File: src/rtl/tsi_pkg.sv
package tsi_pkg;
  localparam int SLOT_W        = 8;
  localparam int T1_SLOTS      = 24;
  localparam int E1_SLOTS      = 32;
  localparam int T1_FRAME_BITS = 1 + T1_SLOTS * SLOT_W;
  localparam int E1_FRAME_BITS = E1_SLOTS * SLOT_W;
  localparam int POS_W         = $clog2(E1_FRAME_BITS);
  localparam int SLOT_IDX_W    = $clog2(E1_SLOTS);
  localparam int BIT_IDX_W     = $clog2(SLOT_W);

  typedef enum logic [1:0] {
    QUAL_ALL  = 2'b00,
    QUAL_ODD  = 2'b01,
    QUAL_EVEN = 2'b10,
    QUAL_ANY  = 2'b11
  } frame_qual_e;
endpackage

File: src/rtl/tsi_pos_counter.sv
module tsi_pos_counter
  import tsi_pkg::*;
(
  input  logic             clk_i,
  input  logic             rst_ni,
  input  logic             e1_mode_i,
  output logic [POS_W-1:0] pos_o,
  output logic             frame_odd_o,
  output logic             frame_wrap_o
);
  localparam logic [POS_W-1:0] T1_LAST = POS_W'(T1_FRAME_BITS - 1);
  localparam logic [POS_W-1:0] E1_LAST = POS_W'(E1_FRAME_BITS - 1);

  logic [POS_W-1:0] last;

  assign last = e1_mode_i ? E1_LAST : T1_LAST;
  // >= also wraps a position left beyond a shorter frame after a mode change
  assign frame_wrap_o = (pos_o >= last);

  always_ff @(posedge clk_i or negedge rst_ni) begin
    if (!rst_ni) begin
      pos_o       <= '0;
      frame_odd_o <= 1'b0;
    end else if (frame_wrap_o) begin
      pos_o       <= '0;
      frame_odd_o <= ~frame_odd_o;
    end else begin
      pos_o <= pos_o + 1'b1;
    end
  end

  p_parity_toggle_r8: assert property (@(posedge clk_i) disable iff (!rst_ni)
    frame_wrap_o |=> (frame_odd_o != $past(frame_odd_o)));

  p_wrap_to_zero_r2: assert property (@(posedge clk_i) disable iff (!rst_ni)
    frame_wrap_o |=> (pos_o == '0));

  p_step_one_r3: assert property (@(posedge clk_i) disable iff (!rst_ni)
    !frame_wrap_o |=> (pos_o == $past(pos_o) + 1'b1));
endmodule

File: src/rtl/tsi_slot_decode.sv
module tsi_slot_decode
  import tsi_pkg::*;
(
  input  logic                  e1_mode_i,
  input  logic [POS_W-1:0]      pos_i,
  output logic                  is_fbit_o,
  output logic [SLOT_IDX_W-1:0] slot_o,
  output logic [BIT_IDX_W-1:0]  bit_o
);
  logic [POS_W-1:0] rel;

  always_comb begin
    is_fbit_o = 1'b0;
    rel       = pos_i;
    if (!e1_mode_i) begin
      is_fbit_o = (pos_i == '0);
      rel       = pos_i - 1'b1;
    end
    bit_o  = rel[BIT_IDX_W-1:0];
    // T1 slots are numbered from 1, E1 slots from 0
    slot_o = rel[POS_W-1:BIT_IDX_W] + SLOT_IDX_W'(!e1_mode_i);
    if (is_fbit_o) begin
      slot_o = '0;
      bit_o  = '0;
    end
  end
endmodule

File: src/rtl/tsi_select.sv
module tsi_select
  import tsi_pkg::*;
(
  input  logic                  en_i,
  input  logic                  e1_mode_i,
  input  logic                  is_fbit_i,
  input  logic [SLOT_IDX_W-1:0] slot_i,
  input  logic [BIT_IDX_W-1:0]  bit_i,
  input  logic [SLOT_IDX_W-1:0] slot_sel_i,
  input  logic [SLOT_W-1:0]     bit_mask_i,
  input  frame_qual_e           frame_qual_i,
  input  logic                  fbit_sel_i,
  input  logic                  frame_odd_i,
  output logic                  hit_o
);
  logic frame_ok;
  logic slot_hit;
  logic fbit_hit;

  always_comb begin
    unique case (frame_qual_i)
      QUAL_ODD:  frame_ok = frame_odd_i;
      QUAL_EVEN: frame_ok = !frame_odd_i;
      default:   frame_ok = 1'b1;
    endcase
  end

  // the mask is MSB first: bit_mask_i[SLOT_W-1] picks the first bit sent
  assign slot_hit = !is_fbit_i && (slot_i == slot_sel_i)
                    && bit_mask_i[BIT_IDX_W'(SLOT_W - 1) - bit_i];
  assign fbit_hit = is_fbit_i && fbit_sel_i && !e1_mode_i;
  assign hit_o    = en_i && frame_ok && (slot_hit || fbit_hit);
endmodule

File: src/rtl/ts_bit_insert.sv
module ts_bit_insert
  import tsi_pkg::*;
(
  input  logic       clk_i,
  input  logic       rst_ni,
  input  logic       e1_mode_i,
  input  logic       en_i,
  input  logic [4:0] slot_sel_i,
  input  logic [7:0] bit_mask_i,
  input  logic [1:0] frame_qual_i,
  input  logic       fbit_sel_i,
  input  logic       ser_i,
  input  logic       dl_data_i,
  output logic       ser_o,
  output logic       dl_clk_o
);
  logic [POS_W-1:0]      pos;
  logic                  frame_odd;
  logic                  frame_wrap;
  logic                  is_fbit;
  logic [SLOT_IDX_W-1:0] slot;
  logic [BIT_IDX_W-1:0]  bit_idx;
  logic                  hit;

  tsi_pos_counter u_pos (
    .clk_i       (clk_i),
    .rst_ni      (rst_ni),
    .e1_mode_i   (e1_mode_i),
    .pos_o       (pos),
    .frame_odd_o (frame_odd),
    .frame_wrap_o(frame_wrap)
  );

  tsi_slot_decode u_dec (
    .e1_mode_i(e1_mode_i),
    .pos_i    (pos),
    .is_fbit_o(is_fbit),
    .slot_o   (slot),
    .bit_o    (bit_idx)
  );

  tsi_select u_sel (
    .en_i        (en_i),
    .e1_mode_i   (e1_mode_i),
    .is_fbit_i   (is_fbit),
    .slot_i      (slot),
    .bit_i       (bit_idx),
    .slot_sel_i  (slot_sel_i),
    .bit_mask_i  (bit_mask_i),
    .frame_qual_i(frame_qual_e'(frame_qual_i)),
    .fbit_sel_i  (fbit_sel_i),
    .frame_odd_i (frame_odd),
    .hit_o       (hit)
  );

  assign dl_clk_o = hit;
  assign ser_o    = hit ? dl_data_i : ser_i;

  p_disabled_quiet_r7: assert property (@(posedge clk_i) disable iff (!rst_ni)
    !en_i |-> (!dl_clk_o && (ser_o == ser_i)));

  p_pass_through_r6: assert property (@(posedge clk_i) disable iff (!rst_ni)
    !dl_clk_o |-> (ser_o == ser_i));

  p_insert_data_r6: assert property (@(posedge clk_i) disable iff (!rst_ni)
    dl_clk_o |-> (ser_o == dl_data_i));

  p_no_fbit_in_e1_r9: assert property (@(posedge clk_i) disable iff (!rst_ni)
    e1_mode_i |-> !is_fbit);

  p_t1_slot_range_r2: assert property (@(posedge clk_i) disable iff (!rst_ni)
    (!e1_mode_i && !is_fbit) |-> (slot >= 1 && slot <= SLOT_IDX_W'(T1_SLOTS)));
endmodule

File: config.mk
export PLATFORM = sky130hd
export DESIGN_NAME = ts_bit_insert
export DESIGN_NICKNAME = d
export VERILOG_FILES = /design/src/rtl/tsi_pkg.sv /design/src/rtl/tsi_pos_counter.sv /design/src/rtl/tsi_slot_decode.sv /design/src/rtl/tsi_select.sv /design/src/rtl/ts_bit_insert.sv
export SDC_FILE = /design/constraint.sdc
export NUM_CORES = 1
export LEC_CHECK = 0
export BUFFER_PORTS_ARGS = -buffer_cell sky130_fd_sc_hd__buf_2
export CAP_MARGIN = 40
export CORE_UTILIZATION = 58
export CTS_CLUSTER_SIZE = 8
export DETAILED_ROUTE_END_ITERATION = 10
export GPL_ROUTABILITY_DRIVEN = 0
export HOLD_SLACK_MARGIN = 0.03
export PLACE_DENSITY = 0.95
export REMOVE_ABC_BUFFERS = 1
export SLEW_MARGIN = 15
export SYNTH_ARGS = -nofsm -noshare
export SYNTH_HDL_FRONTEND = slang
export SYNTH_SLANG_ARGS = --single-unit
File: constraint.sdc
create_clock -name clk_i -period 10.5 [get_ports clk_i]
set_input_delay 1.575 -clock clk_i [delete_from_list [all_inputs] [get_ports clk_i]]
set_output_delay 1.575 -clock clk_i [all_outputs]
set_load 0.02 [all_outputs]
# Word-level counts from Yosys, hierarchy flattened
# Index checks and enable logic that the tools add are counted.
# totals
ff_bits	9
inputBits	22
output_inout_bits	2
# op_classes
add_sub_neg	4
n_lt_le_gt_ge	2
n_eq_ne	3
mux	10
n_bitwise	1
reduce_logical	11
# op_table
op	n
$mux 8	2
$add 8x1->8 const B	1
$ge 8x8->1	1
$logic_not 8->1	1
$sub 8x1->8 const B	1
$logic_and 1x1->1	6
$mux 6	1
$add 5x1->5	1
$eq 5x5->1	1
$mux 5	1
$lt 3x4->1 const B	1
$bmux 1 s3	1
$logic_not 1->1	3
$mux 1	3
$mux 3	1
$sub 3x3->3 const A	1
$eq 2x1->1 const B	1
$eq 2x2->1 const B	1
$pmux 1 s2	1
$logic_or 1x1->1	1
$not 1->1	1

# Depth between registers and ports, before layout
# Gate-level depths: netlist of run 1.
# logic_depth
depth_word	10
ltp_mapped	13

# Modules after synthesis
# From an unflattened synthesis of run 1, not the netlist that was laid out.
# hier_totals
hier_cells	116
hier_area_um2	1074.8
# modules_own_cells
module	instances	cells_each	area_each_um2
tsi_pos_counter	1	48	523.0
tsi_slot_decode	1	46	344.1
tsi_select	1	21	192.7
ts_bit_insert	1	1	15.0

# Worst setup path after synthesis of run 1
# Ideal clock, no wire load.
# synth_path
path_kind	input port to output port
startpoint	input e1_mode_i
endpoint	output ser_o
arrival_time_ns	4.085
t_required_ns	8.925
setup_slack_ns	4.840
cell_stages	12
path_buffers	1
path_cell_list	buf_6 -> nand2b_1 -> nor3_1 -> xor2_1 -> ha_1 -> xor3_1 -> a221oi_1 -> a31oi_1 -> a2111oi_2 -> nand4_1 -> and3_1 -> a221o_1
# synth_between
elab_chain_len	9
# synth_rtl
element	line	source
from (decl)	ts_bit_insert.sv:6	input logic e1_mode_i,
$mux 8 (tied with other cells)	tsi_slot_decode.sv:15	if (!e1_mode_i) begin
$mux 3 / $add 5x1->5 (equally long branches)	tsi_slot_decode.sv:22, tsi_slot_decode.sv:21	
$sub 3x3->3 / $mux 5 (equally long branches)	tsi_select.sv:30, tsi_slot_decode.sv:22	
$bmux 1 s3 / $eq 5x5->1 (equally long branches)	tsi_select.sv:30, tsi_select.sv:29	
$mux 1 (implied by the code) / $logic_and 1x1->1 (equally long branches)	tsi_select.sv:30, tsi_select.sv:29	
$logic_and 1x1->1	tsi_select.sv:30	&& bit_mask_i[BIT_IDX_W'(SLOT_W - 1) - bit_i];
$logic_or 1x1->1 *	tsi_select.sv:32	assign hit_o = en_i && frame_ok && (slot_hit || fbit_hit);
$logic_and 1x1->1 *	tsi_select.sv:32	
$mux 1 *	ts_bit_insert.sv:57	assign ser_o = hit ? dl_data_i : ser_i;
to (decl)	ts_bit_insert.sv:14	output logic ser_o,
# Every way passes the cells marked *; elsewhere a longest branch is shown, timed or not. The select of a mux whose other input is x is not followed.

# Final worst setup path of run 1
# Ends and elaborated chain as after synthesis.

==> results.ini, run 1 <==
[timing]
hold_viol_final=0
finalSetupViolations=0
fin_setup_tns_ns=0
clock_skew_ns=0.00106
rsz0062_at_grt=no
max_freq_mhz=165
min_period_ns=6.06
worstMarginPinSlew_ns=0.701
final.period_utilization_pct=57.7
drv_slew=0
timing.slew.headroom_pct=53.3

[worst_setup_path]
critPathLaunchType=input port
crit_type=input port to output port
slowest_stage=xor3_1
crit_path_end_kind=output port
path_cells=buf_2 > nand2b_1 > nor3_1 > xor2_1 > ha_1 > xor3_1 > a221oi_1 > a31oi_1 > a2111oi_2 > nand4_1 > and3_1 > a221o_1 > buf_2
crit_top_cell=buf_2
crit_required_ns=8.93
arrival_ns=4.48
crit_buf_inv=2
crit_family=compound AO/OA/AOI/OAI gates
critical_path.max_stage_delay_ns=0.37
crit_fanout=11

[yosys]
synthCells=133
yosysWarnings=0
netlist_area_mm2=0.00109
ys_ff_latch=9
synth_cell_types=39
synth-seq-area-share_pct=20.7
syn_area_per_cell_um2=8.17

[drt]
drt-met1-wl_mm=1.06
drtPass1Iterations=4
drtAntennaViolNets=0
highest_layer=met4
wl_met2_mm=1.23
wl_per_cell_um=13.6
drc=0
viasPerCell=5.86
vias=1049
drtIter0Drc=16
routed_wirelength_mm=2.43
wl_met3_um=78

[die]
floorplan.initialDensity_pct=62.2
die_area_mm2=0.00205
rows=15
die-width_um=45.3
io_pins=24
core_area_mm2=0.00175
die_h_um=45.3

[outcome]
outcome=completed

[grt]
antenna_found_initial=0
grt_start_max_net_pins=14
grt_overflow=0
grt_usage_pct=27.1
grt_pass1_wl_mm=3.99
grt_pass1_vias=985

[clock_network]
cts_tree=done
cts_sinks=9
cts_resized=0
cts_max_level=1
clockBufferDepth=2
root_buffer=clkbuf_4
numCtsBuffers=3
clk_pin_slew_ns=0.06
post-cts-setup-buffers=0
hold_buffers=0
clock_latency_ns=0.25

[worst_hold_path]
hp-class=flop to flop

[run]
maxCapViolCount=0

[placement]
post_dp_cell_area_mm2=0.00120
dpl.hpwl_mm=1.93
numPortBuffers=23

[final_layout]
design_area_mm2=0.00123
layout.nets=188
n_antenna_cell=0
drive_gt1_share_pct=20.1
syn_to_final_growth_pct=13.1

[power_and_ir_drop]
power.leakage_nw=0.569
power_per_cell_area_mw_per_mm2=258
peakVddDrop_uv=181

## cell usage in the layout (no fill, tap or decap), drive strengths merged, types with 6 or more instances in the layout
cell / n
buf: 23
nor2: 15
ha: 11
dfrtp: 9
o21ai: 8
inv: 7
nand2: 7
xnor2: 7
nor3: 6
xor2: 6
## worst paths after layout
path | to | cells past startpoint | slack, ns | from
setup / recovery | ser_o | 13 | 4.44 | e1_mode_i
hold / removal | u_pos.frame_odd_o | 1 | 0.48 | u_pos.frame_odd_o
setup reg to reg | u_pos.frame_odd_o | 9 | 8.19 | u_pos.pos_o[0]
hold reg to reg | u_pos.frame_odd_o | 1 | 0.48 | u_pos.frame_odd_o
max in group asynchronous | u_pos.pos_o[7] | 1 | 9.16 | rst_ni
min in group asynchronous | u_pos.pos_o[0] | 1 | 1.16 | rst_ni
## through the flow
stage	setup WS, ns	std cells	total power, mW	util (%)	hold WS (ns)
6_report	4.44	179	0.317	70.4	0.478
2_1_floorplan	4.96	127	0.241	-	0.450
5_1_grt	4.10	179	0.347	70.4	0.522
4_1_cts	4.47	179	0.316	70.4	0.477
3_5_place_dp	4.47	175	0.289	68.9	0.467
3_3_place_gp	4.63	175	0.275	68.9	0.471
## registers in the layout, indices dropped and copies added, names as in the netlist
name / count
u_pos.frame_odd_o: 1
u_pos.pos_o: 8
## final cells by class
class / instances / area (µm²)
multi-input combinational: 111 / 805
fill: 162 / 517
timing repair buffer: 23 / 115
inverter: 7 / 26.3
clock buffer: 4 / 26.3
sequential: 9 / 225
tap: 25 / 31.3
## layer usage
layer | track usage [%] | vias up
met5 | 0 | -
met4 | 13.3 | 0
met3 | 2.80 | 8
met2 | 50.4 | 30
met1 | 30.1 | 487
li1 | - | 524
## logic make-up (layout without fill, tap and decap cells)
| family | count (synthesis) | in the layout | share of synthesized area, % |
|---|---|---|---|
| xor+xnor | 14 | 14 | 12.7 |
| compound gates | 26 | 26 | 16.8 |
| fa+ha+maj | 11 | 11 | 12.7 |
| mux | 3 | 3 | 2.88 |
| buf+inv | 13 | 34 | 5.18 |
| simple gates | 57 | 57 | 29.0 |
| flops | 9 | 9 | 20.7 |
## cells in the mapped netlist (all sizes together)
master	n	area, µm²
dfrtp	9	225
and2	1	6.26
a311o	1	10.0
inv	7	26.3
o211ai	2	15.0
nand3b	1	7.51
xor2	6	52.6
a31oi	2	12.5
or4	2	15.0
and3b	1	8.76
nand3	4	20.0
nand4	2	12.5
or3b	1	8.76
and3	5	31.3
nand2b	2	12.5
xor3	1	23.8
nor2	15	56.3
nor2b	5	38.8
o41a	1	11.3
o21ai	8	40.0
a21oi	5	25.0
mux2i	2	20.0
a21o	1	7.51
a221o	2	20.0
nand2	7	26.3
a211o	1	8.76
ha	11	138
a2111oi	1	15.0
clkbuf	5	18.8
mux2	1	11.3
buf	1	11.3
a221oi	2	17.5
nor3	6	30.0
xnor2	7	61.3
or3	2	12.5
or4b	1	10.0
nor4	2	18.8
## power by group
part	switching [mW]	internal [mW]	total (mW)
registers	0.0436	0.0520	0.0956
clock network	0.0112	0.0146	0.0258
logic	0.0979	0.0973	0.195
(Power assumes the default switching activity.)
==> run 2, diff against run 1 <==
--- a/config.mk
+++ b/config.mk
@@ -5,14 +5,15 @@
 export SDC_FILE = /design/constraint.sdc
 export NUM_CORES = 1
 export LEC_CHECK = 0
+export ABC_AREA = 1
 export BUFFER_PORTS_ARGS = -buffer_cell sky130_fd_sc_hd__buf_2
 export CAP_MARGIN = 40
-export CORE_UTILIZATION = 58
+export CORE_UTILIZATION = 54
 export CTS_CLUSTER_SIZE = 8
 export DETAILED_ROUTE_END_ITERATION = 10
 export GPL_ROUTABILITY_DRIVEN = 0
 export HOLD_SLACK_MARGIN = 0.03
-export PLACE_DENSITY = 0.95
+export PLACE_DENSITY = 0.9
 export REMOVE_ABC_BUFFERS = 1
 export SLEW_MARGIN = 15
 export SYNTH_ARGS = -nofsm -noshare
==> constraint.sdc (replaced) <==
create_clock -name clk_i -period 5.7 [get_ports clk_i]
set_input_delay 0.855 -clock clk_i [delete_from_list [all_inputs] [get_ports clk_i]]
set_output_delay 0.855 -clock clk_i [all_outputs]
set_load 0.02 [all_outputs]
==> run 2 against run 1 <==
  * Sequential power rose by 46%
  * Critical path type unchanged
  * Utilization is 1.3 points lower
  * Die area is 8.2% higher
  * Critical endpoint unchanged
==> results.ini, run 2 <==
[drt]
drtPass1Iterations=4  ; unchanged
routed_wirelength_mm=2.22  ; was 2.43 mm
wl_per_cell_um=9.71  ; was 13.6 µm
viasPerCell=5.07  ; was 5.86
vias=1155  ; was 1049
drtIter0Drc=13  ; was 16
drc=0  ; unchanged
drtAntennaViolNets=0  ; unchanged

[final_layout]
layout.cells.most_common=nand2_1  ; was buf_2
layout.nets=237  ; was 188
nFillCells=178  ; was 162
drive_gt1_share_pct=16.7  ; was 20.1%
final_cells=228  ; was 179
syn_to_final_growth_pct=14.7  ; was 13.1%
final_cell_mix=nand2_1, inv_1, buf_2, nand3_1, nor2_1  ; was buf_2, nor2_1, ha_1, dfrtp_1, o21ai_0
largest_register_ffs=8  ; unchanged
largest-register=u_pos.pos_o  ; unchanged
top_regs=u_pos.pos_o x8, u_pos.frame_odd_o x1  ; unchanged
n_antenna_cell=0  ; unchanged

[die]
die-width_um=47.1  ; was 45.3 µm
rows=15  ; unchanged
die_area_mm2=0.00222  ; was 0.00205 mm²
die_h_um=47.1  ; was 45.3 µm
core_area_mm2=0.00182  ; was 0.00175 mm²
io_pins=24  ; unchanged
floorplan.initialDensity_pct=60.3  ; was 62.2%

[worst_setup_path]
crit_type=input port to output port  ; unchanged
crit_family=simple AND/OR/NAND/NOR gates  ; was compound AO/OA/AOI/OAI gates
crit_required_ns=4.85  ; was 8.93 ns
arrival_ns=2.73  ; was 4.48 ns
r2r-start=u_pos.pos_o[0]  ; unchanged
ff2ff_path_depth=10  ; was 9
crit_top_cell=nand2_1  ; was buf_2
path_cells=buf_2 > inv_2 > nand2_4 > nor2_4 > xor2_1 > ha_1 > inv_1 > nand3_1 > nand3_1 > nand2_1 > nand3_1 > nor2_1 > nand2_1 > nand2_1 > nand2_1 > nand2_1 > nand2_1 > buf_2  ; was buf_2 > nand2b_1 > nor3_1 > xor2_1 > ha_1 > xor3_1 > a221oi_1 > a31oi_1 > a2111oi_2 > nand4_1 > and3_1 > a221o_1 > buf_2
critPathLaunchType=input port  ; unchanged
regToRegSetupSlack_ns=3.66  ; was 8.19 ns
r2r-end=u_pos.frame_odd_o  ; unchanged
slowest_stage=ha_1  ; was xor3_1
critical_path.max_stage_delay_ns=0.24  ; was 0.37 ns
crit_buf_inv=4  ; was 2
crit_fanout=8  ; was 11
crit_path_end_kind=output port  ; unchanged

[placement]
numPortBuffers=23  ; unchanged
dpl.hpwl_mm=1.88  ; was 1.93 mm
dp_cells=224  ; was 175

[power_and_ir_drop]
p_int_uw=264  ; was 164 µW
peakVddDrop_uv=293  ; was 181 µV
swShare_pct=50.8  ; was 48.2%
power_per_cell_area_mw_per_mm2=427  ; was 258 mW/mm²
power_frac_seq_pct=26.1  ; was 30.2%
clockPowerShare_pct=8.5  ; was 8.1%
comb_power_share_pct=65.4  ; was 61.6%
p_sw_uw=273  ; was 153 µW
finalPower_uw=537  ; was 317 µW
power.leakage_nw=0.765  ; was 0.569 nW

[timing]
final.period_utilization_pct=62.8
hold_viol_final=0  ; unchanged
fin_setup_tns_ns=0  ; unchanged
worstMarginPinSlew_ns=0.405  ; was 0.701 ns
timing.slew.headroom_pct=73.0  ; was 53.3%
finalSetupViolations=0  ; unchanged
max_freq_mhz=279
hold_ws_ns=0.441  ; was 0.478 ns
rsz0062_at_grt=no  ; unchanged
drv_slew=0  ; unchanged
clock_skew_ns=0.00108  ; was 0.00106 ns
min_period_ns=3.58

[yosys]
synthCells=177  ; was 133
synth-seq-area-share_pct=20.5  ; was 20.7%
async_flop_share_pct=100  ; unchanged
synthTopCellsByArea=dfrtp_1, nand2_1, ha_1  ; was dfrtp_1, ha_1, xnor2_1
yosysTopAreaCell=dfrtp_1  ; unchanged
synth_top_area_share_pct=20.5  ; was 20.7%
synth_cell_types=24  ; was 39
ys_ff_latch=9  ; unchanged
yosysWarnings=0  ; unchanged
yosysMostFrequentCell=nand2_1  ; was nor2_1
synth_edf_count=0  ; unchanged
synth_common_cells=nand2_1, inv_1, nand3_1  ; was nor2_1, ha_1, dfrtp_1
syn_area_per_cell_um2=6.20  ; was 8.17 µm²
netlist_area_mm2=0.00110  ; was 0.00109 mm²
synth_ff_type=dfrtp_1  ; unchanged

[clock_network]
root_buffer=clkbuf_4  ; unchanged
clock_latency_ns=0.25  ; about the same
hold_buffers=0  ; unchanged
clockBufferDepth=2  ; unchanged
cts_tree=done  ; unchanged
numCtsBuffers=3  ; unchanged
cts_sinks=9  ; unchanged
cts_max_level=1  ; unchanged
post-cts-setup-buffers=0  ; unchanged
clk_pin_slew_ns=0.05  ; was 0.06 ns
cts_resized=0  ; unchanged

[grt]
grt_pass1_vias=921  ; was 985
antenna_found_initial=0  ; unchanged
grt_overflow=0  ; unchanged
grt_usage_pct=22.7  ; was 27.1%
grt_pass1_wl_mm=3.56  ; was 3.99 mm
grt_start_max_net_pins=13  ; was 14

[worst_hold_path]
hp-class=input port to asynchronous set/reset pin  ; was flop to flop

[run]
maxCapViolCount=0  ; unchanged

[outcome]
outcome=completed  ; unchanged

==> run 2: cell count changes after synthesis, moves of 3 or more <==
cell	delta
and3_1	-5
inv_1	+23
nand3_1	+16
clkbuf_1	-5
nand2_1	+47
nor2b_1	-4
o21ai_0	-4
nor3_1	-4
xnor2_1	-6
nand4_1	+3
nor3b_1	+3
==> run 2: kinds of logic (layout without fill, tap and decap cells) <==
group | after synthesis | count (layout) | share of synthesized area, %
fa+ha+maj | 11 | 11 | 12.5
simple gates | 108 | 108 | 44.7
flops | 9 | 9 | 20.5
compound gates | 11 | 11 | 6.27
buf+inv | 33 | 59 | 12.0
xor+xnor | 5 | 5 | 3.99
==> run 2: worst max-delay path by stage <==
stage	depth (start not counted)	end	start	slack (ns)
finish	18	ser_o	e1_mode_i	2.12
global route	18	ser_o	e1_mode_i	1.89
CTS	18	ser_o	e1_mode_i	2.13
detailed placement	18	ser_o	e1_mode_i	2.13
global placement	17	ser_o	e1_mode_i	2.25
floorplan	15	ser_o	e1_mode_i	2.53
==> run 2: power groups by stage <==
stage | combinational, mW | sequential [mW] | clock (mW)
final | 0.351 | 0.140 | 0.0455
after global routing | 0.410 | 0.146 | 0.0525
after CTS | 0.352 | 0.140 | 0.0488
after detailed placement | 0.349 | 0.141 | 0
after global placement | 0.335 | 0.139 | 0
after floorplan | 0.284 | 0.130 | 0
==> run 2: worst reg2reg max path: stages, from the launching register on <==
cell      delay [ns]
dfrtp_1         0.37
inv_1           0.11
ha_1            0.40
inv_1           0.08
a21boi_0        0.16
o21a_1          0.12
o21ai_0         0.06
nand2_1         0.06
nand3_1         0.07
a21oi_2         0.37
xor2_1          0.11
==> run 2: metal layers <==
| layer | wire (µm) | track usage, % | vias up |
|---|---|---|---|
| li1 | - | - | 613 |
| met3 | 54 | 2.31 | 0 |
| met5 | 0 | 0 | - |
| met2 | 1150 | 41.7 | 27 |
| met1 | 1020 | 26.3 | 515 |
| met4 | 0 | 10.3 | 0 |
==> run 2: per-stage QoR <==
| step | utilization, % | area (µm²) | setup slack (ns) |
|---|---|---|---|
| after CTS | 69.1 | 1260 | 2.13 |
| final | 69.1 | 1260 | 2.12 |
| after global routing | 69.1 | 1260 | 1.89 |
| after floorplan | - | 1090 | 2.53 |
| after detailed placement | 67.7 | 1230 | 2.13 |
| after global placement | 67.7 | 1230 | 2.25 |
==> run 2: area by class of cell <==
cell class                 instances  area [µm²]  area share [%]
timing repair buffer              23         115            9.15
multi-input combinational        135         741            58.8
tap                               25        31.3            2.49
sequential                         9         225            17.9
inverter                          32         120            9.54
clock buffer                       4        26.3            2.09
